===== config.mk =====
export PLATFORM = sky130hd
export DESIGN_NAME = lift2_ctrl
export DESIGN_NICKNAME = d
export VERILOG_FILES = /design/src/rtl/lift2_pkg.sv /design/src/rtl/lift2_next.sv /design/src/rtl/lift2_state_reg.sv /design/src/rtl/lift2_outreg.sv /design/src/rtl/lift2_ctrl.sv
export SDC_FILE = /design/constraint.sdc
export NUM_CORES = 1
export LEC_CHECK = 0
export BUFFER_PORTS_ARGS = -buffer_cell sky130_fd_sc_hd__clkbuf_2
export CORE_MARGIN = 4
export CORE_UTILIZATION = 25
export DETAILED_ROUTE_END_ITERATION = 16
export MAX_ROUTING_LAYER = met4
export PLACE_DENSITY = 0.46
export SKIP_CTS_REPAIR_TIMING = 1
export SYNTH_ARGS = -nofsm -noshare
export SYNTH_HDL_FRONTEND = slang
export SYNTH_SLANG_ARGS = --single-unit

===== constraint.sdc =====
create_clock -name clk_i -period 1.6 [get_ports clk_i]
set_input_delay 0.4 -clock clk_i [delete_from_list [all_inputs] [get_ports clk_i]]
set_output_delay 0.4 -clock clk_i [all_outputs]
set_load 0.02 [all_outputs]

===== src/rtl/lift2_pkg.sv =====
package lift2_pkg;

  typedef enum logic [1:0] {
    POS_AT0  = 2'd0,
    POS_UP   = 2'd1,
    POS_AT1  = 2'd2,
    POS_DOWN = 2'd3
  } pos_e;

  localparam int ENC_BIN    = 0;
  localparam int ENC_GRAY   = 1;
  localparam int ENC_JOHN   = 2;
  localparam int ENC_ONEHOT = 3;

  function automatic int code_bits(int enc);
    return (enc == ENC_ONEHOT) ? 4 : 2;
  endfunction

  function automatic logic [3:0] pos_encode(int enc, pos_e p);
    logic [1:0] i;
    i = p;
    case (enc)
      ENC_GRAY:   return {2'b00, i ^ {1'b0, i[1]}};
      ENC_JOHN: begin
        case (i)
          2'd0:    return 4'b0000;
          2'd1:    return 4'b0001;
          2'd2:    return 4'b0011;
          default: return 4'b0010;
        endcase
      end
      ENC_ONEHOT: return 4'b0001 << i;
      default:    return {2'b00, i};
    endcase
  endfunction

  function automatic pos_e pos_decode(int enc, logic [3:0] c);
    for (int k = 0; k < 4; k++) begin
      if (c == pos_encode(enc, pos_e'(k[1:0]))) return pos_e'(k[1:0]);
    end
    return POS_DOWN;
  endfunction

endpackage


===== src/rtl/lift2_next.sv =====
module lift2_next
  import lift2_pkg::*;
#(
  parameter int DOOR_EN = 1
) (
  input  pos_e       cur_i,
  input  logic [3:0] call_i,
  input  logic [1:0] ls_i,
  input  logic [1:0] door_closed_i,
  output pos_e       nxt_o
);
  logic doors_ok;

  generate
    if (DOOR_EN != 0) begin : g_interlock
      assign doors_ok = &door_closed_i;
    end else begin : g_free
      assign doors_ok = 1'b1;
    end
  endgenerate

  always_comb begin
    nxt_o = cur_i;
    case (cur_i)
      POS_AT0:  if ((call_i[0] | call_i[2]) && doors_ok) nxt_o = POS_UP;
      POS_UP:   if (ls_i[1]) nxt_o = POS_AT1;
      POS_AT1:  if ((call_i[1] | call_i[3]) && doors_ok) nxt_o = POS_DOWN;
      default:  if (ls_i[0]) nxt_o = POS_AT0;
    endcase
  end
endmodule


===== src/rtl/lift2_state_reg.sv =====
module lift2_state_reg
  import lift2_pkg::*;
#(
  parameter int ENC = ENC_BIN
) (
  input  logic clk_i,
  input  logic clr_i,
  input  pos_e nxt_i,
  output pos_e cur_o
);
  localparam int W = code_bits(ENC);

  logic [W-1:0] q;
  logic [3:0]   nxt_code;
  logic [3:0]   home_code;
  logic [3:0]   q_ext;

  always_comb begin
    nxt_code  = pos_encode(ENC, nxt_i);
    home_code = pos_encode(ENC, POS_DOWN);
    q_ext     = '0;
    q_ext[W-1:0] = q;
  end

  always_ff @(posedge clk_i) begin
    if (clr_i) q <= home_code[W-1:0];
    else       q <= nxt_code[W-1:0];
  end

  assign cur_o = pos_decode(ENC, q_ext);

  // the register only ever holds one of the four legal codes
  p_code_legal_r11: assert property (@(posedge clk_i) disable iff (clr_i)
    pos_encode(ENC, cur_o) == q_ext);
endmodule


===== src/rtl/lift2_outreg.sv =====
module lift2_outreg
  import lift2_pkg::*;
#(
  parameter int DOOR_EN = 1
) (
  input  logic       clk_i,
  input  logic       clr_i,
  input  pos_e       nxt_i,
  input  logic       trip_end_i,
  output logic       inh_o,
  output logic       dir_up_o,
  output logic [1:0] grn_o,
  output logic [1:0] red_o,
  output logic [1:0] lock_o,
  output logic       cycle_done_o
);
  pos_e tgt;
  logic moving;

  assign tgt    = clr_i ? POS_DOWN : nxt_i;
  assign moving = (tgt == POS_UP) || (tgt == POS_DOWN);

  always_ff @(posedge clk_i) begin
    inh_o        <= !moving;
    dir_up_o     <= (tgt == POS_UP);
    grn_o        <= {tgt == POS_AT1, tgt == POS_AT0};
    red_o        <= {2{moving}};
    cycle_done_o <= trip_end_i && !clr_i;
  end

  generate
    if (DOOR_EN != 0) begin : g_locks
      always_ff @(posedge clk_i) begin
        lock_o <= {tgt != POS_AT1, tgt != POS_AT0};
      end
    end else begin : g_nolocks
      assign lock_o = 2'b00;
    end
  endgenerate

  // a parked indicator is never lit together with a travel indicator
  p_grn_red_excl_r2: assert property (@(posedge clk_i) disable iff (clr_i)
    !((|grn_o) && (|red_o)));
endmodule


===== src/rtl/lift2_ctrl.sv =====
module lift2_ctrl
  import lift2_pkg::*;
#(
  parameter int ENC     = ENC_BIN,
  parameter int DOOR_EN = 1
) (
  input  logic       clk_i,
  input  logic       rst_i,
  input  logic       cd_i,
  input  logic [3:0] call_i,
  input  logic [1:0] ls_i,
  input  logic [1:0] door_closed_i,
  output logic       inh_o,
  output logic       dir_up_o,
  output logic [1:0] grn_o,
  output logic [1:0] red_o,
  output logic [1:0] door_lock_o,
  output logic       cycle_done_o
);
  logic clr;
  pos_e cur;
  pos_e nxt;
  logic from_top;
  logic trip_end;

  assign clr = rst_i | cd_i;

  lift2_next #(.DOOR_EN(DOOR_EN)) next_i (
    .cur_i(cur), .call_i(call_i), .ls_i(ls_i),
    .door_closed_i(door_closed_i), .nxt_o(nxt)
  );

  lift2_state_reg #(.ENC(ENC)) state_i (
    .clk_i(clk_i), .clr_i(clr), .nxt_i(nxt), .cur_o(cur)
  );

  // descent started at the upper floor (not a homing descent)
  always_ff @(posedge clk_i) begin
    if (clr)                                       from_top <= 1'b0;
    else if (cur == POS_AT1 && nxt == POS_DOWN)    from_top <= 1'b1;
    else if (cur == POS_DOWN && nxt == POS_AT0)    from_top <= 1'b0;
  end

  assign trip_end = (cur == POS_DOWN) && (nxt == POS_AT0) && from_top;

  lift2_outreg #(.DOOR_EN(DOOR_EN)) out_i (
    .clk_i(clk_i), .clr_i(clr), .nxt_i(nxt), .trip_end_i(trip_end),
    .inh_o(inh_o), .dir_up_o(dir_up_o), .grn_o(grn_o), .red_o(red_o),
    .lock_o(door_lock_o), .cycle_done_o(cycle_done_o)
  );

  // round-trip pulse lasts one cycle
  p_pulse_single_r7: assert property (@(posedge clk_i) disable iff (rst_i)
    cycle_done_o |=> !cycle_done_o);

  // calls during a rise do not disturb it
  p_transit_hold_r6: assert property (@(posedge clk_i) disable iff (rst_i)
    (cur == POS_UP && !ls_i[1] && !cd_i) |=> (cur == POS_UP));

  // motor released from a floor only with both doors closed
  p_doors_before_move_r8: assert property (@(posedge clk_i) disable iff (rst_i)
    (DOOR_EN != 0 && $fell(inh_o) && !$past(cd_i)) |-> ($past(door_closed_i) == 2'b11));

  // every door locked while the motor runs
  p_lock_moving_r9: assert property (@(posedge clk_i) disable iff (rst_i)
    (DOOR_EN != 0 && !inh_o) |-> (door_lock_o == 2'b11));
endmodule


==> results.toml, run 1 <==
[run_status]
status = "completed"

[worst_setup_path]
crit_arrival_ps = 1460
required_ps = 1760
startpoint_type = "register"
end_kind = "register"
crit_type = "reg2reg"
worstPathMaxFanout = 7
worst-r2r-setup-slack_ps = 290

[logic_synthesis]
syn_area_um2 = 438
ys_seq_area_frac = 0.503
netlist_instances = 37
synth_nets = 48
synth_top_cell_by_area = "dfxtp_1"
synth_area_leaders = "dfxtp_1 50%, o32a_4 5.1%, nand3b_4 4.6%"
yosysTopAreaCellShare = 0.503
yosysMostFrequentCell = "dfxtp_1"
synth_edf_count = 0
synth_seq_cells = 11
yosys-top-cells-count = "11 x dfxtp_1, 3 x nand2_1, 2 x inv_1, 2 x nor2_1"
synthFlopType = "dfxtp_1"
async_flop_share = 0
synth_warnings = 0
syn_area_per_cell_um2 = 11.8
ys_types = 23

[timing]
fin_crit_ps = 1310
drv_slew = 0
slew_headroom = 0.818
rsz0062_at_grt = "no"
finClkSkew_ps = 7.40
setup_viol = 0
period_share = 0.817
tightest_slew_ps = 269
hold_viol = 0
fmax_mhz = 765
layout_setup_ws_ps = 293
setup-tns-final_ps = 0

[die]
die_h_um = 49.9
std_cell_rows = 14
dieArea_um2 = 2490
pin_count = 20
core_um2 = 1580
start_util = 0.278
die_w_um = 49.9

[routing]
num_vias = 320
wl_um = 754
ant_nets = 0
first_iter_violations = 3
drc = 0
vias_per_cell = 4.21
drt_first_pass_iters = 4
wire_per_inst_um = 9.92

[global_route]
grt_pass1_wl_um = 1210
globalRouteTotalUtil = 0.0703
grt_max_degree = 8
grt.overflow.total = 0
antenna_found_initial = 0
grt_pass1_vias = 287

[run]
drv_cap = 0

[pwr]
p_per_area_nw_per_um2 = 946
power_leakage_nw = 0.292
ir_drop_v = 0.000334

[cts]
insertion_delay_ps = 260
cts_made_buffers = 3
cts_tree = "yes"
path_clk_slew_ps = 70
cts_root_buffer = "clkbuf_4"
htree_levels = 1
cts.sink_count = 11
cts_buffer_depth = 2

[placed_design]
place_ws_ps = 315
dp.final_hpwl_um = 630
routabilityCongestion = 0.787
portBuffers = 19

[layout]
drive_above_1_share = 0.550
finalNetCount = 72
area_growth_pct = 32.3
antennaDiodeCount = 0

[hold_path]
hold_class = "in2reg"
## area by class of cell
cell class / count / area (um2)
inverters: 2 / 7.51
fillers: 162 / 997
flip-flops and latches: 11 / 220
repair buffers: 20 / 103
multi-input cells: 23 / 203
well taps: 16 / 20.0
clock buffers: 4 / 26.3
## state kept, by name, summed over array words and instances, names as in the netlist
register            count
out_i.grn_o             2
out_i.lock_o            2
state_i.q               2
from_top                1
out_i.cycle_done_o      1
out_i.dir_up_o          1
out_i.inh_o             1
out_i.red_o             1
## critical path: stages (launching register included)
cell and delay, ps:
dfxtp_1 470, mux2_4 330, o32a_4 240, and2_4 160
## kinds of logic after synthesis
| kind of cell | Yosys count | synth area share |
|---|---|---|
| AOI/OAI and AO/OA | 7 | 0.154 |
| muxes | 2 | 0.0571 |
| DFF | 11 | 0.503 |
| and+or+nand+nor | 14 | 0.251 |
| buffers and inverters | 3 | 0.0343 |
## stage by stage
step	cell area [um2]	std cells	util	hold WS (ps)	power, mW
after detailed placement	553	72	0.351	478	0.372
final	579	76	0.367	408	0.548
after CTS	579	76	0.367	402	0.560
after floorplan	438	37	-	453	0.343
after global placement	553	72	0.351	469	0.373
after global routing	579	76	0.367	428	0.577
## layer usage
layer	vias to the layer above	global-route usage	share of wire
li1	176	-	-
met1	126	0.0839	0.47
met3	0	0.0241	0.10
met4	0	0.0829	0
met2	18	0.0815	0.43
met5	-	-	0
## path summary, 6_finish.rpt
kind	end	cells past startpoint	from
setup / recovery	out_i.inh_o	3	state_i.q[1]
hold / removal	state_i.q[1]	3	rst_i
setup reg to reg	out_i.inh_o	3	state_i.q[1]
hold reg to reg	out_i.cycle_done_o	1	from_top
## placed cells by master (no fill, tap or decap), types with 2 or more instances in the layout
cell type	instances
clkbuf_2	19
dfxtp_1	11
nand2_1	3
clkbuf_4	3
nor2_1	2
inv_1	2
## power by group
group / switching (mW) / internal, mW
logic: 0.0375 / 0.0378
clock network: 0.0865 / 0.0963
registers: 0.00633 / 0.283
total: 0.130 / 0.417
No activity file was read; power rests on OpenSTA's default activity.
==> run 2, diff against run 1 <==
--- a/config.mk
+++ b/config.mk
@@ -5,6 +5,7 @@
 export SDC_FILE = /design/constraint.sdc
 export NUM_CORES = 1
 export LEC_CHECK = 0
+export ABC_AREA = 1
 export BUFFER_PORTS_ARGS = -buffer_cell sky130_fd_sc_hd__clkbuf_2
 export CORE_MARGIN = 4
 export CORE_UTILIZATION = 25
==> constraint.sdc (replaced) <==
create_clock -name clk_i -period 1.3 [get_ports clk_i]
set_input_delay 0.325 -clock clk_i [delete_from_list [all_inputs] [get_ports clk_i]]
set_output_delay 0.325 -clock clk_i [all_outputs]
set_load 0.02 [all_outputs]
==> run 2 against run 1 <==
Effect of this change:
- clock power increased by 21%
- die area decreased by 3.4%
- count of clock-buffer cells in the layout unchanged
- highest routed layer is now met4
- combinational power increased by 31%
- core utilization decreased by 0.30 points
- sequential share of layout area increased by 1.2 points
- setup slack got worse by 77 ps
- largest cell class unchanged
- final cell count increased by 18%
- non-clock buffer count unchanged
- critical path type unchanged
- power increased by 24%
==> results.toml, run 2 <==
[cts]
insertion_delay_ps = 260
cts_buffer_depth = 2
cts_root_buffer = "clkbuf_4"
htree_levels = 1
cts_tree = "yes"
cts_made_buffers = 3
path_clk_slew_ps = 70
cts.sink_count = 11

[global_route]
antenna_found_initial = 0
grt_pass1_wl_um = 1390
globalRouteTotalUtil = 0.0767
grt.overflow.total = 0
grt_pass1_vias = 337
grt_max_degree = 7

[logic_synthesis]
synth_warnings = 0
synth_seq_cells = 11
syn_area_um2 = 420
ys_seq_area_frac = 0.524
syn_area_per_cell_um2 = 8.24
synth_area_leaders = "dfxtp_1 52%, nand2_1 9.8%, nand3_1 6.0%"
netlist_instances = 51
synth_fa_ha_area_frac = 0
synth_mux_area_frac = 0
synth_edf_count = 0
synth_compound_area_frac = 0.0238
yosysTopAreaCellShare = 0.524
synthFlopType = "dfxtp_1"
ys_types = 12
synth_top_family_by_area = "simple AND/OR/NAND/NOR gates"
synth_top_cell_by_area = "dfxtp_1"
yosys.area_share.simple = 0.345
synth_xor_area_frac = 0
async_flop_share = 0
synth_nets = 62
yosys-top-cells-count = "11 x dfxtp_1, 11 x nand2_1, 6 x inv_1, 5 x nand3_1, 4 x inv_2"

[layout]
antennaDiodeCount = 0
area_growth_pct = 33.6
finalNetCount = 86
final_common_cell = "clkbuf_2"
drive_above_1_share = 0.486
finalInstanceArea_um2 = 562
final_cell_mix = "19 x clkbuf_2, 11 x nand2_1, 11 x dfxtp_1"
fillers = 178
top_regs = "out_i.grn_o x2, out_i.lock_o x2, state_i.q x2"

[timing]
hold_viol = 0
setup_viol = 0
rsz0062_at_grt = "no"
fin_crit_ps = 1080
period_share = 0.834
fmax_mhz = 922
drv_slew = 0
finClkSkew_ps = 4.54
slew_headroom = 0.866
tightest_slew_ps = 199
setup-tns-final_ps = 0

[routing]
vias_per_cell = 3.99
drc = 0
wire_per_inst_um = 8.19
first_iter_violations = 0
num_vias = 359
ant_nets = 0
drt_first_pass_iters = 1
wl_um = 737

[pwr]
ir_drop_v = 0.000457
p_per_area_nw_per_um2 = 1210
power_leakage_nw = 0.316

[die]
dieArea_um2 = 2400
die_h_um = 49.0
die_w_um = 49.0
std_cell_rows = 14
start_util = 0.273
core_um2 = 1540
pin_count = 20

[placed_design]
dp.final_hpwl_um = 612
postPlaceCellArea_um2 = 536
portBuffers = 19
routabilityCongestion = 0.653

[hold_path]
hold_class = "in2reg"

[worst_setup_path]
slowest_delay_ps = 400
crit_type = "reg2reg"
worstPathMaxFanout = 5
crit_arrival_ps = 1250
slowest_stage = "dfxtp_1"
required_ps = 1460
startpoint_type = "register"
end_kind = "register"
cp_cell_sequence = "inv_2 -> nor2_2 -> nand2_1 -> nand2_1 -> nand2_2 -> nand2_2 -> nand2_4 -> nand2_4 -> nor2_2"
worst-r2r-setup-slack_ps = 220

[run_status]
status = "completed"

[run]
drv_cap = 0
## run 2: cell types whose count changed in the layout (fill, tap and decap cells not counted), sizes merged, moves of 2 or more
cell,previous run,this run
nand2,3,16
inv,2,10
nand3,0,5
nor2,2,6
and2,2,0
and3,2,0
## run 2: worst max-delay path: cells and delay by family, from the launching register on
family | cells | cell delay, ps
AND/OR/NAND/NOR | 8 | 520
flip-flops | 1 | 400
buffers and inverters | 1 | 60
## run 2: worst paths after layout
check                        start            endpoint  cells past startpoint
setup / recovery      state_i.q[1]      out_i.grn_o[1]                      9
hold / removal    door_closed_i[1]            from_top                      5
setup reg to reg      state_i.q[1]      out_i.grn_o[1]                      9
hold reg to reg           from_top  out_i.cycle_done_o                      2
## run 2: cell families after synthesis
kind of cell	Yosys count
AO/OA/AOI/OAI	2
buffers and inverters	11
flip-flops	11
AND/OR/NAND/NOR	27
## run 2: layout make-up
cell class,instances,area [um2],area share
Tap cell,16,20.0,0.0356
Multi-Input combinational cell,29,155,0.276
Sequential cell,11,220,0.392
Timing Repair Buffer,20,103,0.183
Inverter,10,37.5,0.0668
Clock buffer,4,26.3,0.0468
## run 2: power breakdown
part           leakage [nW]  switching (mW)  internal [mW]  total [mW]
Clock                0.0150           0.102          0.118       0.221
Sequential           0.0899         0.00770          0.351       0.359
Combinational         0.211          0.0607         0.0383      0.0990
Total                 0.316           0.171          0.508       0.678
## run 2: stage by stage
step | power [mW] | instances | setup slack (ps) | utilization | hold WS (ps)
after floorplan | 0.431 | 51 | 303 | - | 417
after global placement | 0.466 | 86 | 217 | 0.347 | 423
after detailed placement | 0.467 | 86 | 226 | 0.347 | 432
after CTS | 0.693 | 90 | 211 | 0.364 | 403
after global routing | 0.730 | 90 | 77.5 | 0.364 | 437
final | 0.678 | 90 | 216 | 0.364 | 407
## run 2: layer usage
metal  global-route usage  vias to the layer above  wire length, um
met5                    -                        -                0
met4               0.0135                        0                4
met3               0.0642                        2               74
met2                0.109                       10              340
met1               0.0830                      151              318
li1                     -                      196                -
